<file path="src/rtl/pgd_pkg.sv">
package pgd_pkg;
  localparam int unsigned PGD_BUS_W    = 16;
  localparam int unsigned PGD_SAMPLE_W = 10;

  typedef enum logic [1:0] {
    CMP_LOW   = 2'b00,
    CMP_HIGH  = 2'b01
  } pgd_level_e;
endpackage

</file>
<file path="src/rtl/pgd_rst_sync.sv">
module pgd_rst_sync (
  input  logic clk,
  input  logic rst_n,
  output logic rst_n_sync
);
  logic [1:0] sync_q;

  always_ff @(posedge clk or negedge rst_n) begin
    if (!rst_n) sync_q <= 2'b00;
    else        sync_q <= {sync_q[0], 1'b1};
  end

  assign rst_n_sync = sync_q[1];
endmodule

</file>
<file path="src/rtl/pgd_sample_buf.sv">
module pgd_sample_buf #(
  parameter int unsigned SAMPLE_W = 10
) (
  input  logic                clk,
  input  logic                rst_n,
  input  logic                wr_en,
  input  logic [SAMPLE_W-1:0] wr_code,
  input  logic                load,
  output logic [SAMPLE_W-1:0] pend_o,
  output logic [SAMPLE_W-1:0] active_o,
  output logic [SAMPLE_W-1:0] active_next_o
);
  logic [SAMPLE_W-1:0] pend_q, pend_d;
  logic [SAMPLE_W-1:0] act_q, act_d;

  always_comb begin
    pend_d = wr_en ? wr_code : pend_q;
    act_d  = load  ? pend_q  : act_q;
  end

  always_ff @(posedge clk or negedge rst_n) begin
    if (!rst_n) begin
      pend_q <= '0;
      act_q  <= '0;
    end else begin
      pend_q <= pend_d;
      act_q  <= act_d;
    end
  end

  assign pend_o        = pend_q;
  assign active_o      = act_q;
  assign active_next_o = act_d;
endmodule

</file>
<file path="src/rtl/pgd_slot_counter.sv">
module pgd_slot_counter #(
  parameter int unsigned CNT_W = 10
) (
  input  logic             clk,
  input  logic             rst_n,
  input  logic             slot_en,
  output logic [CNT_W-1:0] cnt_o,
  output logic [CNT_W-1:0] cnt_next_o,
  output logic             wrap_o
);
  logic [CNT_W-1:0] cnt_q, cnt_d;

  always_comb begin
    wrap_o = slot_en & (&cnt_q);
    cnt_d  = slot_en ? cnt_q + 1'b1 : cnt_q;
  end

  always_ff @(posedge clk or negedge rst_n) begin
    if (!rst_n) cnt_q <= '1;
    else        cnt_q <= cnt_d;
  end

  assign cnt_o      = cnt_q;
  assign cnt_next_o = cnt_d;
endmodule

</file>
<file path="src/rtl/pgd_slot_compare.sv">
module pgd_slot_compare #(
  parameter int unsigned HI_W = 5,
  parameter int unsigned LO_W = 5
) (
  input  logic [HI_W+LO_W-1:0] slot_idx,
  input  logic [HI_W+LO_W-1:0] code,
  output logic                 level
);
  logic [LO_W-1:0] group_idx;
  logic [HI_W-1:0] pos_idx;
  logic [HI_W-1:0] hi_val;
  logic [LO_W-1:0] lo_val;
  logic [HI_W:0]   limit;

  always_comb begin
    group_idx = slot_idx[HI_W+LO_W-1:HI_W];
    pos_idx   = slot_idx[HI_W-1:0];
    hi_val    = code[HI_W+LO_W-1:LO_W];
    lo_val    = code[LO_W-1:0];
    limit     = {1'b0, hi_val} + {{HI_W{1'b0}}, (group_idx < lo_val)};
    level     = ({1'b0, pos_idx} < limit);
  end
endmodule

</file>
<file path="src/rtl/pwm_group_dac.sv">
module pwm_group_dac #(
  parameter int unsigned BUS_W    = pgd_pkg::PGD_BUS_W,
  parameter int unsigned SAMPLE_W = pgd_pkg::PGD_SAMPLE_W
) (
  input  logic             clk,
  input  logic             rst_n,
  input  logic             wr_en,
  input  logic [BUS_W-1:0] wr_data,
  input  logic             slot_en,
  output logic             pwm_out
);
  localparam int unsigned LO_W = SAMPLE_W / 2;
  localparam int unsigned HI_W = SAMPLE_W - LO_W;

  logic                rst_n_sync;
  logic [SAMPLE_W-1:0] cnt, cnt_next;
  logic                wrap;
  logic [SAMPLE_W-1:0] pend, active, active_next;
  logic                level_next;
  logic                pwm_q, pwm_d;

  pgd_rst_sync u_rst (
    .clk        (clk),
    .rst_n      (rst_n),
    .rst_n_sync (rst_n_sync)
  );

  pgd_slot_counter #(.CNT_W(SAMPLE_W)) u_cnt (
    .clk        (clk),
    .rst_n      (rst_n_sync),
    .slot_en    (slot_en),
    .cnt_o      (cnt),
    .cnt_next_o (cnt_next),
    .wrap_o     (wrap)
  );

  pgd_sample_buf #(.SAMPLE_W(SAMPLE_W)) u_buf (
    .clk           (clk),
    .rst_n         (rst_n_sync),
    .wr_en         (wr_en),
    .wr_code       (wr_data[SAMPLE_W-1:0]),
    .load          (wrap),
    .pend_o        (pend),
    .active_o      (active),
    .active_next_o (active_next)
  );

  pgd_slot_compare #(.HI_W(HI_W), .LO_W(LO_W)) u_cmp (
    .slot_idx (cnt_next),
    .code     (active_next),
    .level    (level_next)
  );

  always_comb begin
    pwm_d = slot_en ? level_next : pwm_q;
  end

  always_ff @(posedge clk or negedge rst_n_sync) begin
    if (!rst_n_sync) pwm_q <= 1'b0;
    else             pwm_q <= pwm_d;
  end

  assign pwm_out = pwm_q;
endmodule

</file>
<file path="config.mk">
export PLATFORM = sky130hd
export DESIGN_NAME = pwm_group_dac
export DESIGN_NICKNAME = d
export VERILOG_FILES = /design/src/rtl/pgd_pkg.sv /design/src/rtl/pgd_rst_sync.sv /design/src/rtl/pgd_sample_buf.sv /design/src/rtl/pgd_slot_counter.sv /design/src/rtl/pgd_slot_compare.sv /design/src/rtl/pwm_group_dac.sv
export SDC_FILE = /design/constraint.sdc
export NUM_CORES = 1
export LEC_CHECK = 0
export BUFFER_PORTS_ARGS = -buffer_cell sky130_fd_sc_hd__buf_2
export CORE_ASPECT_RATIO = 1.75
export CORE_MARGIN = 2
export CORE_UTILIZATION = 56
export CTS_CLUSTER_SIZE = 16
export DETAILED_ROUTE_END_ITERATION = 7
export PLACE_DENSITY = 0.78
export SLEW_MARGIN = 10
export SYNTH_ARGS = -nofsm -noshare
export SYNTH_HDL_FRONTEND = slang
export SYNTH_SLANG_ARGS = --single-unit
export TNS_END_PERCENT = 1
</file>
<file path="constraint.sdc">
create_clock -name clk -period 1.9 [get_ports clk]
set_input_delay 0.095 -clock clk [delete_from_list [all_inputs] [get_ports clk]]
set_output_delay 0.095 -clock clk [all_outputs]
set_load 0.05 [all_outputs]
</file>
==> results of run 1 <==
[power breakdown]
group	internal (mW)	switching [mW]	total (mW)
sequential	0.861	0.0937	0.954
clock	0.327	0.253	0.580
combinational	0.361	0.319	0.680
total	1.55	0.665	2.21
[metrics by stage]
| stage | hold slack [ns] | TNS, ns | setup WS [ns] |
|---|---|---|---|
| 6_report | 0.0325 | -2.04 | -2.04 |
| 4_1_cts | 0.0281 | -2.05 | -2.05 |
| 3_5_place_dp | -0.118 | -2.05 | -2.05 |
| 2_1_floorplan | -0.201 | -1.97 | -1.97 |
| 5_1_grt | 0.0346 | -2.21 | -2.21 |
| 3_3_place_gp | -0.122 | -1.91 | -1.91 |
[flip-flops by register name, indices dropped and copies added (netlist names)]
signal,count
u_buf.pend_o,10
u_buf.active_o,10
pwm_out,1
u_cnt.cnt_o,10
u_rst.sync_q,2
[placed cells by master, fill, tap and decap left out, types with 6 or more instances in the layout]
cell and n:
buf_4 26, dfrtp_1 23, mux2_2 16, buf_2 14, dfstp_2 10, xnor2_1 7, clkbuf_8 7, nor2_1 6
ha_1 6
[how the worst min path moves through the flow]
stage                     cells after the start  slack [ns]        from         endpoint
after floorplan                               0       -0.20       rst_n  u_rst.sync_q[0]
after detailed placement                      1       -0.12       rst_n  u_rst.sync_q[1]
final                                         2        0.03  wr_data[8]  u_buf.pend_o[8]
after global routing                          2        0.03  wr_data[8]  u_buf.pend_o[8]
after CTS                                     2        0.03  wr_data[8]  u_buf.pend_o[8]
after global placement                        1       -0.12       rst_n  u_rst.sync_q[0]
[cells by family (layout without fill, tap and decap cells)]
family | Yosys count | count (layout) | synth area share (%)
buffers and inverters | 9 | 55 | 2.64
AOI/OAI and AO/OA | 9 | 9 | 3.73
muxes | 22 | 22 | 15.3
adders and majority gates | 11 | 11 | 8.54
other | 1 | 1 | 0.233
DFF | 33 | 33 | 52.0
and+or+nand+nor | 28 | 28 | 10.5
xor gates and xnor gates | 13 | 13 | 7.07
[cell type report]
type | count | area [µm²]
Tap cell | 27 | 33.8
Inverter | 6 | 22.5
Clock buffer | 7 | 96.3
Timing Repair Buffer | 41 | 275
Clock inverter | 1 | 5.00
Sequential cell | 33 | 838
Multi-Input combinational cell | 84 | 818
Fill cell | 167 | 632
[routing by layer]
metal | share of wire, % | vias up | global-route usage [%] | routed length (µm)
li1 | - | 529 | - | -
met1 | 37 | 563 | 22.7 | 1230
met2 | 58 | 15 | 42.5 | 1920
met3 | 2.8 | 7 | 6.24 | 93
met4 | 2.2 | 0 | 11.4 | 72
met5 | 0 | - | 0 | 0
[repair_timing]
action,CTS,global route
setup endpoints to repair,1,1
hold endpoints to repair,2,0
cloned,0,0
buffers inserted,2,2
hold buffers,1,0
resized for setup,3,6
pin swaps,4,4
==> impl_metrics.env, run 1 <==
export IMPL_status="finished with violations"
export IMPL_violations="negative setup slack"
export IMPL_synth_fp_nets=157
export IMPL_critical_path_required_ns=2.11
export IMPL_grt_antenna_before_repair=0
export IMPL_avgRoutedWirePerCell_um=16.6
export IMPL_critPathCaptureType="flop"
export IMPL_clkSlewWorstSetupHoldPaths_ns=0.07
export IMPL_worstHoldPathType="input pin to flop"
export IMPL_startpoint_type="flop"
export IMPL_reg2reg_to="pwm_out"
export IMPL_timing_worst_setup_path_type="flop to flop"
export IMPL_p_leak_nw=1.01
export IMPL_start_util_pct=59.2
export IMPL_rsz0062_at_grt="true"
export IMPL_die_h_um=75.0
export IMPL_irDropWorstVdd_mv=0.758
export IMPL_core_area_um2=2720
export IMPL_grt_max_degree=32
export IMPL_synth_edf_count=0
export IMPL_drv_slew=0
export IMPL_syn2layout_area_growth_pct=29.7
export IMPL_routed_wl_um=3310
export IMPL_place_hpwl_um=2350
export IMPL_crit_buf_inv=0
export IMPL_ys_warn_count=0
export IMPL_grt_pass1_vias=1222
export IMPL_cts_sinks=33
export IMPL_endpoint="pwm_out"
export IMPL_critical_path_max_stage_delay_ns=0.56
export IMPL_ioPinCount=21
export IMPL_gr_usage_all_layers_pct=23.1
export IMPL_place_congestion=0.785
export IMPL_finalWorstSetupSlack_ns=-2.04
export IMPL_die_w_um=44.6
export IMPL_diodes=0
export IMPL_drtAntennaViolNets=0
export IMPL_vias=1114
export IMPL_path_max_fanout=3
export IMPL_clock_fmax_mhz=254
export IMPL_netlist_area_leader_share_pct=35.7
export IMPL_htreeDepth=2
export IMPL_cp_arrival_ns=4.15
export IMPL_place_inst=186
export IMPL_cpLargestDelayFamily="simple AND/OR/NAND/NOR gates"
export IMPL_p_per_area_nw_per_um2=1060
export IMPL_synth_ff_type="dfrtp_1"
export IMPL_period_needed_ns=3.94
export IMPL_clockBufferDepth=2
export IMPL_viasPerCell=5.60
export IMPL_synth_most_common_cell="dfrtp_1"
export IMPL_r2r_start="u_cnt.cnt_o[1]"
export IMPL_rows=25
export IMPL_hold_viol=0
export IMPL_cpMostUsedCell="ha_4"
export IMPL_clock_skew_ns=0.00927
export IMPL_async_flop_share_pct=100
export IMPL_cp_cell_sequence="ha_4 -> and4_4 -> and2_4 -> nand2_1 -> xnor2_2 -> ha_4 -> or4b_4 -> a221oi_2 -> ha_2 -> ha_4 -> nand3_2 -> xor2_1 -> nor2_1 -> a21oi_1 -> ha_1 -> o21ai_2 -> a21oi_1 -> or2_4 -> a31oi_1"
export IMPL_synth_distinct_cells=30
export IMPL_finalInstanceArea_um2=2090
export IMPL_cp_slowest_cell="dfstp_2"
export IMPL_path_depth=19
export IMPL_syn_inst=126
export IMPL_synth_seq_area_share_pct=52.0
export IMPL_synth_area_leader_cell="dfrtp_1"
export IMPL_clockRootBuffer="clkbuf_8"
export IMPL_grt_first_pass_wirelength_um=5370
export IMPL_fin_crit_sh_pct=207
export IMPL_drt_iter0_drc=25
export IMPL_yosys_top_cells_area="dfrtp_1, dfstp_2, mux2_2"
export IMPL_die_area_um2=3340
export IMPL_first_pass_iters=4
export IMPL_maxCapViolCount=0
export IMPL_clock_latency_ns=0.29
export IMPL_drive_above_1_share_pct=54.1
export IMPL_port_buffers=14
export IMPL_critical_path_startpoint="u_cnt.cnt_o[1]"
export IMPL_cts_buffers=5
export IMPL_nets=202
export IMPL_place_area_um2=1900
export IMPL_syn_area_um2=1610
export IMPL_total_power_mw=2.21
export IMPL_setup_violations_final=1
export IMPL_synth_area_per_cell_um2=12.8
export IMPL_gr_total_overflow=0
export IMPL_drc=0
export IMPL_reg2reg_depth=19
export IMPL_r2r_setup_slack_ns=-2.04
export IMPL_final_core_util_pct=76.8
export IMPL_synth_commonest_cells="dfrtp_1, mux2_2, ha_1"
export IMPL_cts_tree="done"
export IMPL_instances_no_fill=199
export IMPL_ys_ff_latch=33
Power figures use the tool's default switching activity.
==> run 2, diff against run 1 <==
- ABC_AREA: not set -> 1
==> impl_metrics.env, run 2 <==
export IMPL_status="finished with violations"
export IMPL_violations="negative setup slack"
export IMPL_diodes=0
export IMPL_critPathCaptureType="flop"
export IMPL_cp_arrival_ns=3.54
export IMPL_synth_seq_area_share_pct=52.1
export IMPL_synth_area_leader_cell="dfrtp_1"
export IMPL_die_area_um2=3330
export IMPL_total_power_mw=2.10
export IMPL_instances_no_fill=251
export IMPL_synth_distinct_cells=22
export IMPL_grt_max_degree=32
export IMPL_synth_ff_type="dfrtp_1"
export IMPL_drv_slew=0
export IMPL_fin_crit_sh_pct=177
export IMPL_place_hpwl_um=2600
export IMPL_synth_fp_nets=199
export IMPL_synth_edf_count=0
export IMPL_vias=1335
export IMPL_mostFrequentLayoutCells="buf_4, nand2_1, inv_1, dfrtp_1, buf_2"
export IMPL_startpoint_type="flop"
export IMPL_maxCapViolCount=0
export IMPL_syn_inst=168
export IMPL_die_w_um=44.5
export IMPL_synth_commonest_cells="nand2_1, inv_1, dfrtp_1"
export IMPL_syn2layout_area_growth_pct=41.8
export IMPL_syn_area_um2=1610
export IMPL_place_congestion=0.824
export IMPL_yosys_top_cells_area="dfrtp_1, dfstp_2, nand2_1"
export IMPL_clock_latency_ns=0.28
export IMPL_clockBufferDepth=2
export IMPL_min_path_cells=3
export IMPL_finalInstanceArea_um2=2280
export IMPL_async_flop_share_pct=100
export IMPL_hp_start="wr_data[0]"
export IMPL_netlist_area_leader_share_pct=35.8
export IMPL_r2r_start="u_cnt.cnt_o[1]"
export IMPL_cts_tree="done"
export IMPL_clock_fmax_mhz=297
export IMPL_reg2reg_depth=23
export IMPL_cts_sinks=33
export IMPL_core_area_um2=2720
export IMPL_r2r_setup_slack_ns=-1.47
export IMPL_reg2reg_to="pwm_out"
export IMPL_nFillCells=149
export IMPL_port_buffers=14
export IMPL_place_area_um2=1930
export IMPL_routed_wl_um=4170
export IMPL_first_pass_iters=5
export IMPL_nets=255
export IMPL_worstHoldPathType="input pin to flop"
export IMPL_endpoint="pwm_out"
export IMPL_p_per_area_nw_per_um2=920
export IMPL_setup_violations_final=1
export IMPL_grt_first_pass_wirelength_um=6330
export IMPL_p_leak_nw=1.15
export IMPL_hold_viol=0
export IMPL_rsz0062_at_grt="true"
export IMPL_viasPerCell=5.32
export IMPL_final_common_cell="buf_4"
export IMPL_critical_path_required_ns=2.07
export IMPL_period_needed_ns=3.37
export IMPL_gr_usage_all_layers_pct=27.2
export IMPL_avgRoutedWirePerCell_um=16.6
export IMPL_synth_area_per_cell_um2=9.57
export IMPL_place_inst=232
export IMPL_ys_warn_count=0
export IMPL_rows=25
export IMPL_ys_ff_latch=33
export IMPL_irDropWorstVdd_mv=0.815
export IMPL_drtAntennaViolNets=0
export IMPL_path_max_fanout=3
export IMPL_grt_pass1_vias=1462
export IMPL_critical_path_startpoint="u_cnt.cnt_o[1]"
export IMPL_finalWorstSetupSlack_ns=-1.47
export IMPL_dp_slack_ns=-1.58
export IMPL_drc=0
export IMPL_die_h_um=74.9
export IMPL_synth_most_common_cell="nand2_1"
export IMPL_timing_worst_setup_path_type="flop to flop"
export IMPL_gr_total_overflow=0
export IMPL_grt_antenna_before_repair=0
export IMPL_ioPinCount=21
export IMPL_drive_above_1_share_pct=48.2
export IMPL_start_util_pct=59.1
export IMPL_drt_iter0_drc=43
export IMPL_clkSlewWorstSetupHoldPaths_ns=0.06
export IMPL_clockRootBuffer="clkbuf_8"
export IMPL_clock_skew_ns=0.00284
export IMPL_cts_buffers=5
export IMPL_htreeDepth=2
## run 2: per-layer routing
metal / share of wire [%] / GRT usage, %
met1: 35 / 26.0
met3: 2.1 / 6.95
met5: 0 / 0
met4: 5.0 / 18.2
met2: 57 / 49.0
## run 2: worst min-delay path by stage
| stage | slack [ns] | to |
|---|---|---|
| 2_1_floorplan | -0.20 | u_rst.sync_q[0] |
| 5_1_grt | 0.04 | u_buf.pend_o[5] |
| 6_report | 0.02 | u_buf.pend_o[0] |
| 3_5_place_dp | -0.12 | u_rst.sync_q[1] |
| 4_1_cts | 0.02 | u_buf.pend_o[0] |
| 3_3_place_gp | -0.12 | u_rst.sync_q[1] |
## run 2: cells by family (layout without fill, tap and decap cells)
family / count (synthesis) / count (layout) / synth area share, %
multiplexers: 3 / 3 / 2.10
AND/OR/NAND/NOR: 62 / 63 / 17.0
XOR/XNOR: 11 / 11 / 5.99
adder cells (fa/ha/maj): 11 / 11 / 8.56
AO/OA/AOI/OAI: 20 / 20 / 7.63
flip-flops: 33 / 33 / 52.1
other: 1 / 1 / 0.233
buffers and inverters: 27 / 82 / 6.38
## run 2: power by group
part / switching, mW / total [mW] / internal, mW / leakage [nW]
Sequential: 0.0841 / 0.919 / 0.835 / 0.394
Clock: 0.231 / 0.518 / 0.287 / 0.0443
Combinational: 0.376 / 0.660 / 0.283 / 0.714
## run 2: cell type report
type | count | area [µm²] | share of cell area [%]
inverters | 24 | 90.1 | 3.95
multi-input cells | 109 | 873 | 38.3
clock buffers | 7 | 86.3 | 3.79
flip-flops and latches | 33 | 838 | 36.8
well taps | 27 | 33.8 | 1.48
repair buffers | 51 | 358 | 15.7
## run 2: through the flow
step           util, %  hold WS [ns]  setup TNS, ns
2_1_floorplan        -        -0.201          -1.16
3_3_place_gp      70.9        -0.121          -1.28
3_5_place_dp      70.9        -0.117          -1.58
4_1_cts           80.0        0.0162          -1.44
5_1_grt           83.8        0.0407          -1.66
6_report          83.8        0.0249          -1.47
## run 2: timing repair
action | 4_1_cts | 5_1_grt
resized for setup | 19 | 17
pin swaps | 26 | 25
cloned | 1 | 0
hold buffers | 1 | 0
buffers inserted | 6 | 4
setup endpoints to repair | 1 | 2
hold endpoints to repair | 2 | 0
## run 2: worst max-delay path, cell delays in order, from the launching register on
cell and delay, ns:
dfstp_2 0.57, ha_4 0.16, nand3_4 0.08, nor2_4 0.11, nand3_2 0.09, nand3b_1 0.22, xnor2_2 0.18, ha_1 0.30
nand2_2 0.07, o21ai_2 0.17, a21oi_2 0.06, ha_2 0.19, ha_4 0.26, inv_2 0.04, ha_4 0.27, nand2_4 0.05
nand2_4 0.06, nand2_2 0.05, nand2_2 0.06, nand2_2 0.06, nand2_2 0.06, nand2_1 0.05, nand2_1 0.05, a21oi_1 0.05
